## config.mk

```make
export PLATFORM = sky130hd
export DESIGN_NAME = eeprom_page_writer
export DESIGN_NICKNAME = d
export VERILOG_FILES = /design/src/rtl/epw_pkg.sv /design/src/rtl/epw_phase_timer.sv /design/src/rtl/epw_limit_counter.sv /design/src/rtl/epw_poll_judge.sv /design/src/rtl/eeprom_page_writer.sv
export SDC_FILE = /design/constraint.sdc
export NUM_CORES = 1
export LEC_CHECK = 0
export BUFFER_PORTS_ARGS = -buffer_cell sky130_fd_sc_hd__buf_2
export CORE_ASPECT_RATIO = 1.2
export CORE_MARGIN = 1
export CORE_UTILIZATION = 55
export CTS_BUF_LIST = sky130_fd_sc_hd__clkbuf_16
export CTS_CLUSTER_DIAMETER = 60
export DETAILED_ROUTE_END_ITERATION = 10
export PLACE_DENSITY = 0.78
export REMOVE_ABC_BUFFERS = 1
export SYNTH_ARGS = -nofsm -noshare
export SYNTH_HDL_FRONTEND = slang
export SYNTH_HIERARCHICAL = 1
export SYNTH_SLANG_ARGS = --single-unit
```

## constraint.sdc

```tcl
create_clock -name clk -period 4.8 [get_ports clk]
set_clock_uncertainty 0.05 [all_clocks]
set_input_delay 0.72 -clock clk [delete_from_list [all_inputs] [get_ports clk]]
set_output_delay 0.72 -clock clk [all_outputs]
set_load 0.1 [all_outputs]
```

## src/rtl/epw_pkg.sv

```systemverilog
package epw_pkg;

  typedef enum logic [2:0] {
    ST_IDLE,
    ST_WAIT,
    ST_ADDR,
    ST_PULSE,
    ST_HOLD,
    ST_GAP,
    ST_READ
  } epw_state_t;

  typedef enum logic [1:0] {
    ERR_NONE       = 2'd0,
    ERR_PAGE_CROSS = 2'd1,
    ERR_UNDERRUN   = 2'd2,
    ERR_TIMEOUT    = 2'd3
  } epw_err_t;

endpackage

```

## src/rtl/epw_phase_timer.sv

```systemverilog
module epw_phase_timer #(
  parameter int W = 4
) (
  input  logic         clk,
  input  logic         rst_n,
  input  logic         load,
  input  logic [W-1:0] load_val,
  output logic         expired
);

  logic [W-1:0] cnt_q;
  logic [W-1:0] cnt_d;

  always_comb begin
    cnt_d = cnt_q;
    if (load)
      cnt_d = load_val;
    else if (cnt_q != '0)
      cnt_d = cnt_q - 1'b1;
  end

  always_ff @(posedge clk or negedge rst_n) begin
    if (!rst_n)
      cnt_q <= '0;
    else
      cnt_q <= cnt_d;
  end

  assign expired = (cnt_q == '0);

endmodule

```

## src/rtl/epw_limit_counter.sv

```systemverilog
module epw_limit_counter #(
  parameter int LIMIT = 16
) (
  input  logic clk,
  input  logic rst_n,
  input  logic clear,
  output logic hit
);

  localparam int W = $clog2(LIMIT + 1);
  localparam logic [W-1:0] LIM = W'(LIMIT);

  logic [W-1:0] cnt_q;
  logic [W-1:0] cnt_d;

  always_comb begin
    cnt_d = cnt_q;
    if (clear)
      cnt_d = '0;
    else if (!hit)
      cnt_d = cnt_q + 1'b1;
  end

  always_ff @(posedge clk or negedge rst_n) begin
    if (!rst_n)
      cnt_q <= '0;
    else
      cnt_q <= cnt_d;
  end

  assign hit = (cnt_q >= LIM);

endmodule

```

## src/rtl/epw_poll_judge.sv

```systemverilog
module epw_poll_judge (
  input  logic mode_toggle,
  input  logic rd_bit7,
  input  logic rd_bit6,
  input  logic prev_bit6,
  input  logic have_prev,
  input  logic wr_bit7,
  output logic finished
);

  always_comb begin
    if (mode_toggle)
      finished = have_prev && (rd_bit6 == prev_bit6);
    else
      finished = (rd_bit7 == wr_bit7);
  end

endmodule

```

## src/rtl/eeprom_page_writer.sv

```systemverilog
module eeprom_page_writer
  import epw_pkg::*;
#(
  parameter int ADDR_W           = 17,
  parameter int PAGE_BITS        = 8,
  parameter int SETUP_CYC        = 2,
  parameter int PULSE_CYC        = 8,
  parameter int HOLD_CYC         = 2,
  parameter int READ_CYC         = 4,
  parameter int LOAD_LIMIT_CYC   = 10000,
  parameter int POLL_TIMEOUT_CYC = 700000
) (
  input  logic                 clk,
  input  logic                 rst_n,
  input  logic                 req_valid,
  output logic                 req_ready,
  input  logic [ADDR_W-1:0]    req_addr,
  input  logic [PAGE_BITS-1:0] req_len_m1,
  input  logic                 poll_mode,
  input  logic                 byte_valid,
  output logic                 byte_ready,
  input  logic [7:0]           byte_data,
  output logic                 done,
  output logic                 err_valid,
  output logic [1:0]           err_code,
  output logic                 ee_ce_n,
  output logic                 ee_oe_n,
  output logic                 ee_we_n,
  output logic [ADDR_W-1:0]    ee_addr,
  output logic [7:0]           ee_dq_out,
  output logic                 ee_dq_oe,
  input  logic [7:0]           ee_dq_in
);

  localparam int MAX_AB = (SETUP_CYC > PULSE_CYC) ? SETUP_CYC : PULSE_CYC;
  localparam int MAX_CD = (HOLD_CYC > READ_CYC) ? HOLD_CYC : READ_CYC;
  localparam int MAX_PH = (MAX_AB > MAX_CD) ? MAX_AB : MAX_CD;
  localparam int TMR_W  = $clog2(MAX_PH + 1);
  localparam logic [TMR_W-1:0] T_SETUP = TMR_W'(SETUP_CYC - 1);
  localparam logic [TMR_W-1:0] T_PULSE = TMR_W'(PULSE_CYC - 1);
  localparam logic [TMR_W-1:0] T_HOLD  = TMR_W'(HOLD_CYC - 1);
  localparam logic [TMR_W-1:0] T_READ  = TMR_W'(READ_CYC - 1);
  // Latest counter value at which a waiting byte can still be taken so that
  // the following strobe edge lands inside the load window.
  localparam int UNDER_LIM = LOAD_LIMIT_CYC - SETUP_CYC - 1;

  epw_state_t st_q, st_d;

  logic [ADDR_W-1:0]    addr_q;
  logic [PAGE_BITS-1:0] left_q;
  logic [7:0]           data_q;
  logic                 first_q;
  logic                 mode_q;
  logic                 prev6_q;
  logic                 have_prev_q;
  logic                 done_q;
  logic                 err_q;
  logic [1:0]           code_q;

  logic                 tmr_load;
  logic [TMR_W-1:0]     tmr_val;
  logic                 tmr_exp;
  logic                 gap_clear;
  logic                 gap_hit;
  logic                 poll_clear;
  logic                 poll_hit;
  logic                 poll_fin;

  logic                 take_req;
  logic                 take_byte;
  logic                 step_addr;
  logic                 sample_now;
  logic                 finish;
  logic                 err_set;
  epw_err_t             err_sel;
  logic [PAGE_BITS:0]   end_off;
  logic                 crosses;

  assign end_off = {1'b0, req_addr[PAGE_BITS-1:0]} + {1'b0, req_len_m1};
  assign crosses = end_off[PAGE_BITS];

  epw_phase_timer #(.W(TMR_W)) u_phase (
    .clk      (clk),
    .rst_n    (rst_n),
    .load     (tmr_load),
    .load_val (tmr_val),
    .expired  (tmr_exp)
  );

  // Cycles since the most recent write-strobe falling edge.
  epw_limit_counter #(.LIMIT(UNDER_LIM)) u_gap (
    .clk   (clk),
    .rst_n (rst_n),
    .clear (gap_clear),
    .hit   (gap_hit)
  );

  // Cycles spent polling.
  epw_limit_counter #(.LIMIT(POLL_TIMEOUT_CYC)) u_poll (
    .clk   (clk),
    .rst_n (rst_n),
    .clear (poll_clear),
    .hit   (poll_hit)
  );

  epw_poll_judge u_judge (
    .mode_toggle (mode_q),
    .rd_bit7     (ee_dq_in[7]),
    .rd_bit6     (ee_dq_in[6]),
    .prev_bit6   (prev6_q),
    .have_prev   (have_prev_q),
    .wr_bit7     (data_q[7]),
    .finished    (poll_fin)
  );

  assign gap_clear  = (st_q == ST_ADDR) && tmr_exp;
  assign poll_clear = !((st_q == ST_GAP) || (st_q == ST_READ));

  // Next-state logic
  always_comb begin
    st_d       = st_q;
    tmr_load   = 1'b0;
    tmr_val    = '0;
    take_req   = 1'b0;
    take_byte  = 1'b0;
    step_addr  = 1'b0;
    sample_now = 1'b0;
    finish     = 1'b0;
    err_set    = 1'b0;
    err_sel    = ERR_NONE;
    case (st_q)
      ST_IDLE: begin
        if (req_valid) begin
          if (crosses) begin
            err_set = 1'b1;
            err_sel = ERR_PAGE_CROSS;
          end else begin
            take_req = 1'b1;
            st_d     = ST_WAIT;
          end
        end
      end
      ST_WAIT: begin
        if (!first_q && gap_hit) begin
          err_set = 1'b1;
          err_sel = ERR_UNDERRUN;
          st_d    = ST_IDLE;
        end else if (byte_valid) begin
          take_byte = 1'b1;
          tmr_load  = 1'b1;
          tmr_val   = T_SETUP;
          st_d      = ST_ADDR;
        end
      end
      ST_ADDR: begin
        if (tmr_exp) begin
          tmr_load = 1'b1;
          tmr_val  = T_PULSE;
          st_d     = ST_PULSE;
        end
      end
      ST_PULSE: begin
        if (tmr_exp) begin
          tmr_load = 1'b1;
          tmr_val  = T_HOLD;
          st_d     = ST_HOLD;
        end
      end
      ST_HOLD: begin
        if (tmr_exp) begin
          if (left_q == '0) begin
            tmr_load = 1'b1;
            tmr_val  = T_SETUP;
            st_d     = ST_GAP;
          end else begin
            step_addr = 1'b1;
            st_d      = ST_WAIT;
          end
        end
      end
      ST_GAP: begin
        if (poll_hit) begin
          err_set = 1'b1;
          err_sel = ERR_TIMEOUT;
          st_d    = ST_IDLE;
        end else if (tmr_exp) begin
          tmr_load = 1'b1;
          tmr_val  = T_READ;
          st_d     = ST_READ;
        end
      end
      ST_READ: begin
        if (tmr_exp && poll_fin) begin
          finish = 1'b1;
          st_d   = ST_IDLE;
        end else if (poll_hit) begin
          err_set = 1'b1;
          err_sel = ERR_TIMEOUT;
          st_d    = ST_IDLE;
        end else if (tmr_exp) begin
          sample_now = 1'b1;
          tmr_load   = 1'b1;
          tmr_val    = T_SETUP;
          st_d       = ST_GAP;
        end
      end
      default: st_d = ST_IDLE;
    endcase
  end

  // Registers
  always_ff @(posedge clk or negedge rst_n) begin
    if (!rst_n) begin
      st_q        <= ST_IDLE;
      addr_q      <= '0;
      left_q      <= '0;
      data_q      <= '0;
      first_q     <= 1'b0;
      mode_q      <= 1'b0;
      prev6_q     <= 1'b0;
      have_prev_q <= 1'b0;
      done_q      <= 1'b0;
      err_q       <= 1'b0;
      code_q      <= ERR_NONE;
    end else begin
      st_q   <= st_d;
      done_q <= finish;
      err_q  <= err_set;
      if (err_set)
        code_q <= err_sel;
      if (take_req) begin
        addr_q      <= req_addr;
        left_q      <= req_len_m1;
        mode_q      <= poll_mode;
        first_q     <= 1'b1;
        have_prev_q <= 1'b0;
      end
      if (take_byte) begin
        data_q  <= byte_data;
        first_q <= 1'b0;
      end
      if (step_addr) begin
        addr_q[PAGE_BITS-1:0] <= addr_q[PAGE_BITS-1:0] + 1'b1;
        left_q                <= left_q - 1'b1;
      end
      if (sample_now) begin
        prev6_q     <= ee_dq_in[6];
        have_prev_q <= 1'b1;
      end
    end
  end

  assign req_ready  = (st_q == ST_IDLE);
  assign byte_ready = (st_q == ST_WAIT) && (first_q || !gap_hit);
  assign done       = done_q;
  assign err_valid  = err_q;
  assign err_code   = code_q;

  assign ee_ce_n   = !((st_q == ST_ADDR) || (st_q == ST_PULSE) ||
                       (st_q == ST_HOLD) || (st_q == ST_READ));
  assign ee_we_n   = (st_q != ST_PULSE);
  assign ee_oe_n   = (st_q != ST_READ);
  assign ee_dq_oe  = (st_q == ST_PULSE) || (st_q == ST_HOLD);
  assign ee_addr   = addr_q;
  assign ee_dq_out = data_q;

endmodule

```

==> impl_metrics.yaml <==
power_and_ir_drop:
  power.static_leakage_uw: 0.00240
  p_sw_share_pct: 52.4
  power.share.combinational_pct: 51.3
  irDropWorstVdd_mv: 0.773
  switching_power_uw: 2020
  power_density_nw_per_um2: 695
  share_clk_of_total_power_pct: 19.3
  internal-power_uw: 1830
  pwr-share-seq_pct: 29.4
clock_network:
  cts_htree_levels: 3
  cts_inserted_buffers: 9
  post_cts_hold_buffer_count: 0
  clock_sink_count: 82
  tritoncts: "built"
  cts-root-buf: "clkbuf_16"
  cts_repair_resize_count: 0
  post_cts.repair.setup_buffers: 0
  clk_pin_slew_ps: 70
  clock_latency_ps: 330
  cts_buffer_depth: 2
synthesis:
  avgSynthCellArea_sq_um: 9.53
  synth-warning-count: 6
  ys_seq_elements: 82
  synth_edf_count: 0
  synth_cells: 500
  synth_seq_area_share_pct: 43.1
  synthesis.area_sq_um: 4770
  post_synth_num_cell_types: 76
  synthFlopType: "dfrtp_1"
  postSynth.asyncResetShare_pct: 100
placed_design:
  portbufs: 74
  finalWeightedCongestion: 0.843
  dp.final_hpwl_um: 7550
  place_inst: 674
  dpl-instance-area_sq_um: 5210
global_routing:
  grt_antenna_before_repair: 0
  grt_overflow_total: 0
  first_global_vias: 3966
  grt_start_max_net_pins: 83
  grt_use_total_pct: 25.8
  grt_first_pass_wirelength_um: 18500
finish:
  layout_net_count: 633
  area_added_between_synthesis_and_finish_pct: 16.2
  finished_layout_cell_area_sq_um: 5540
  regArea_sq_um: 2050
  multi_input_area_sq_um: 2550
  antenna_cells_inserted: 0
  utilization_pct: 67.2
  drive_above_1_share_pct: 24.5
  final-instance-count-excl-fill: 690
  nFillCells: 661
detailed_routing:
  drt-initial-drc-count: 212
  via_count: 4070
  antenna_violating_nets_post_route: 0
  route.detailed.vias_per_inst: 5.90
  drt_pass1_iterations: 5
  avgRoutedWirePerCell_um: 15.6
  drc_errors: 0
  totalWireLength_um: 10800
timing:
  slew_headroom_pct: 30.6
  worst_hold_slack_ps: 427
  timing_hold_violations_final: 0
  final.min_clock_period_ps: 3260
  timing.final.max_slew_violations: 0
  fin_crit_sh_pct: 67.9
  finalSetupViolations: 0
  grt_setup_unrepaired: "no"
  max_freq_ghz: 0.307
  transition_time_of_the_tightest_slew_check_pin_ps: 1040
  finalSetupTns_ps: 0
flow_run:
  drv.max_cap_violation_count: 0
floorplan:
  dieArea_sq_um: 9040
  io-pin-count: 81
  placement_rows: 36
  die_h_um: 104
  initial_utilization_pct: 57.8
  die_w_um: 87.0
  core-area_sq_um: 8240
setup_path:
  crit_path_start_kind: "flop"
  setup.worst_path.end_class: "output port"
  critical_path.reg2reg.startpoint: "left_q[3]"
  cp_slowest_cell: "buf_2"
  critical_path_class: "flop to output port"
  critical_path.cell_chain: "inv_1 -> ha_1 -> nor2b_1 -> o21a_4 -> o21ai_4 -> nor2b_1 -> nor3_1 -> buf_2"
  startpoint: "u_gap/cnt_q[0]"
  critical_path_required_ps: 4030
  critPathBufInv: 2
  critPathMostFrequentCell: "nor2b_1"
  worst-endpoint-arrival_ps: 2490
  max_stage_delay_ps: 510
  cp_max_fo: 10
  cpLargestDelayFamily: "simple AND/OR/NAND/NOR gates"
min_path:
  hold_path.class: "flop to flop"
  holdCritStartpoint: "ee_addr[16]"
run_status:
  run_status: "finished, final reports clean"
==> cells in the mapped netlist (all sizes together) (3+ instances only) <==
| cell type | number | area [sq um] |
|---|---|---|
| buf | 5 | 50.0 |
| nor2 | 45 | 169 |
| a211oi | 5 | 37.5 |
| o31ai | 5 | 37.5 |
| dfrtp | 82 | 2050 |
| nor2b | 9 | 56.3 |
| ha | 16 | 200 |
| o221a | 9 | 101 |
| nand3 | 18 | 90.1 |
| a21oi | 26 | 138 |
| nand4 | 9 | 62.6 |
| nor4 | 3 | 33.8 |
| a41oi | 4 | 35.0 |
| inv | 19 | 71.3 |
| nand2 | 74 | 280 |
| and4 | 3 | 26.3 |
| or4 | 7 | 57.6 |
| o21a | 5 | 45.0 |
| and3 | 8 | 50.1 |
| or3 | 4 | 26.3 |
| nor3 | 20 | 105 |
| xor2 | 4 | 35.0 |
| and2 | 3 | 21.3 |
| nor3b | 5 | 48.8 |
| o211ai | 5 | 51.3 |
| mux2i | 3 | 30.0 |
| a2111oi | 4 | 72.6 |
| o21ai | 25 | 140 |
| nand2b | 3 | 18.8 |
| mux2 | 15 | 169 |
| xnor2 | 14 | 123 |
| clkbuf | 12 | 45.0 |
==> worst min-delay path: cells and delay by family, from the launching register on <==
| family | cells | cell delay (ps) |
|---|---|---|
| flops | 1 | 340 |
| simple gates | 2 | 100 |
==> worst paths after layout <==
kind,end,slack (ps),cells past startpoint
max in group asynchronous,first_q,3500,1
worst min-delay path,ee_addr[16],430,2
min in group asynchronous,ee_dq_out[2],510,1
worst max-delay path,byte_ready,1540,8
worst max register to register,u_phase/cnt_q[3],1990,6
worst min register to register,ee_addr[16],430,2
==> logic make-up (layout without fill, tap and decap cells) <==
group / after synthesis / in the layout / share of synthesized area [%]
compound gates: 111 / 111 / 18.5
xor+xnor: 18 / 18 / 3.31
fa+ha+maj: 16 / 16 / 4.20
buf+inv: 37 / 113 / 3.57
flops: 82 / 82 / 43.1
mux: 18 / 18 / 4.17
other cells: 1 / 1 / 0.0787
simple gates: 217 / 217 / 23.2
==> stage by stage <==
stage / total power [uW] / worst slack, ps
detailed placement: 3110 / 1910
global route: 4040 / 1390
CTS: 3850 / 1530
finish: 3850 / 1540
global placement: 3060 / 1920
floorplan: 2730 / 80.4
==> layout make-up <==
| type | instances | area share (%) |
|---|---|---|
| clock buffer | 9 | 4.07 |
| clock inverter | 7 | 1.79 |
| inverter | 20 | 1.36 |
| multi-input combinational | 381 | 46.0 |
| sequential | 82 | 37.1 |
| tap | 114 | 2.58 |
| timing repair buffer | 77 | 7.14 |
==> per-layer routing <==
layer	vias to the layer above	GRT usage, %	wire length (um)
li1	1953	-	-
met1	1982	33.6	4660
met2	117	42.2	5430
met3	18	4.76	445
met4	0	10.1	252
met5	-	0	0
==> flip-flops by register name (all words and copies together), names as in the netlist, 2 cells and up <==
register and count:
u_gap/cnt_q 14, u_phase/cnt_q 4, st_q 3, left_q 8, u_poll/cnt_q 20, ee_addr 17
err_code 2, ee_dq_out 8
==> power by group through the flow <==
stage | Sequential (uW) | Combinational, uW | Clock (uW)
finish | 1130 | 1970 | 744
global route | 1160 | 2100 | 783
CTS | 1120 | 1980 | 749
detailed placement | 1140 | 1970 | 0
global placement | 1120 | 1930 | 0
floorplan | 1860 | 870 | 0
==> cells in the final DEF, fill, tap and decap left out, types with 4 or more instances in the layout <==
cell	Yosys	layout
dfrtp_1	82	82
nand2_1	73	73
buf_2	1	73
nor2_1	45	45
a21oi_1	24	24
nor3_1	19	19
inv_1	19	19
nand3_1	18	18
o21ai_0	19	18
ha_1	16	16
xnor2_1	14	14
mux2_2	13	13
nor2b_1	9	9
o221a_2	9	9
clkbuf_16	0	9
and3_1	8	8
nand4_1	8	8
or4_1	5	5
o31ai_1	5	5
a211oi_1	5	5
o21ai_1	4	4
o21a_1	4	4
a41oi_1	4	4
nor3b_1	4	4
o211ai_1	4	4
buf_4	0	4
xor2_1	4	4
Power figures use the tool's default switching activity.
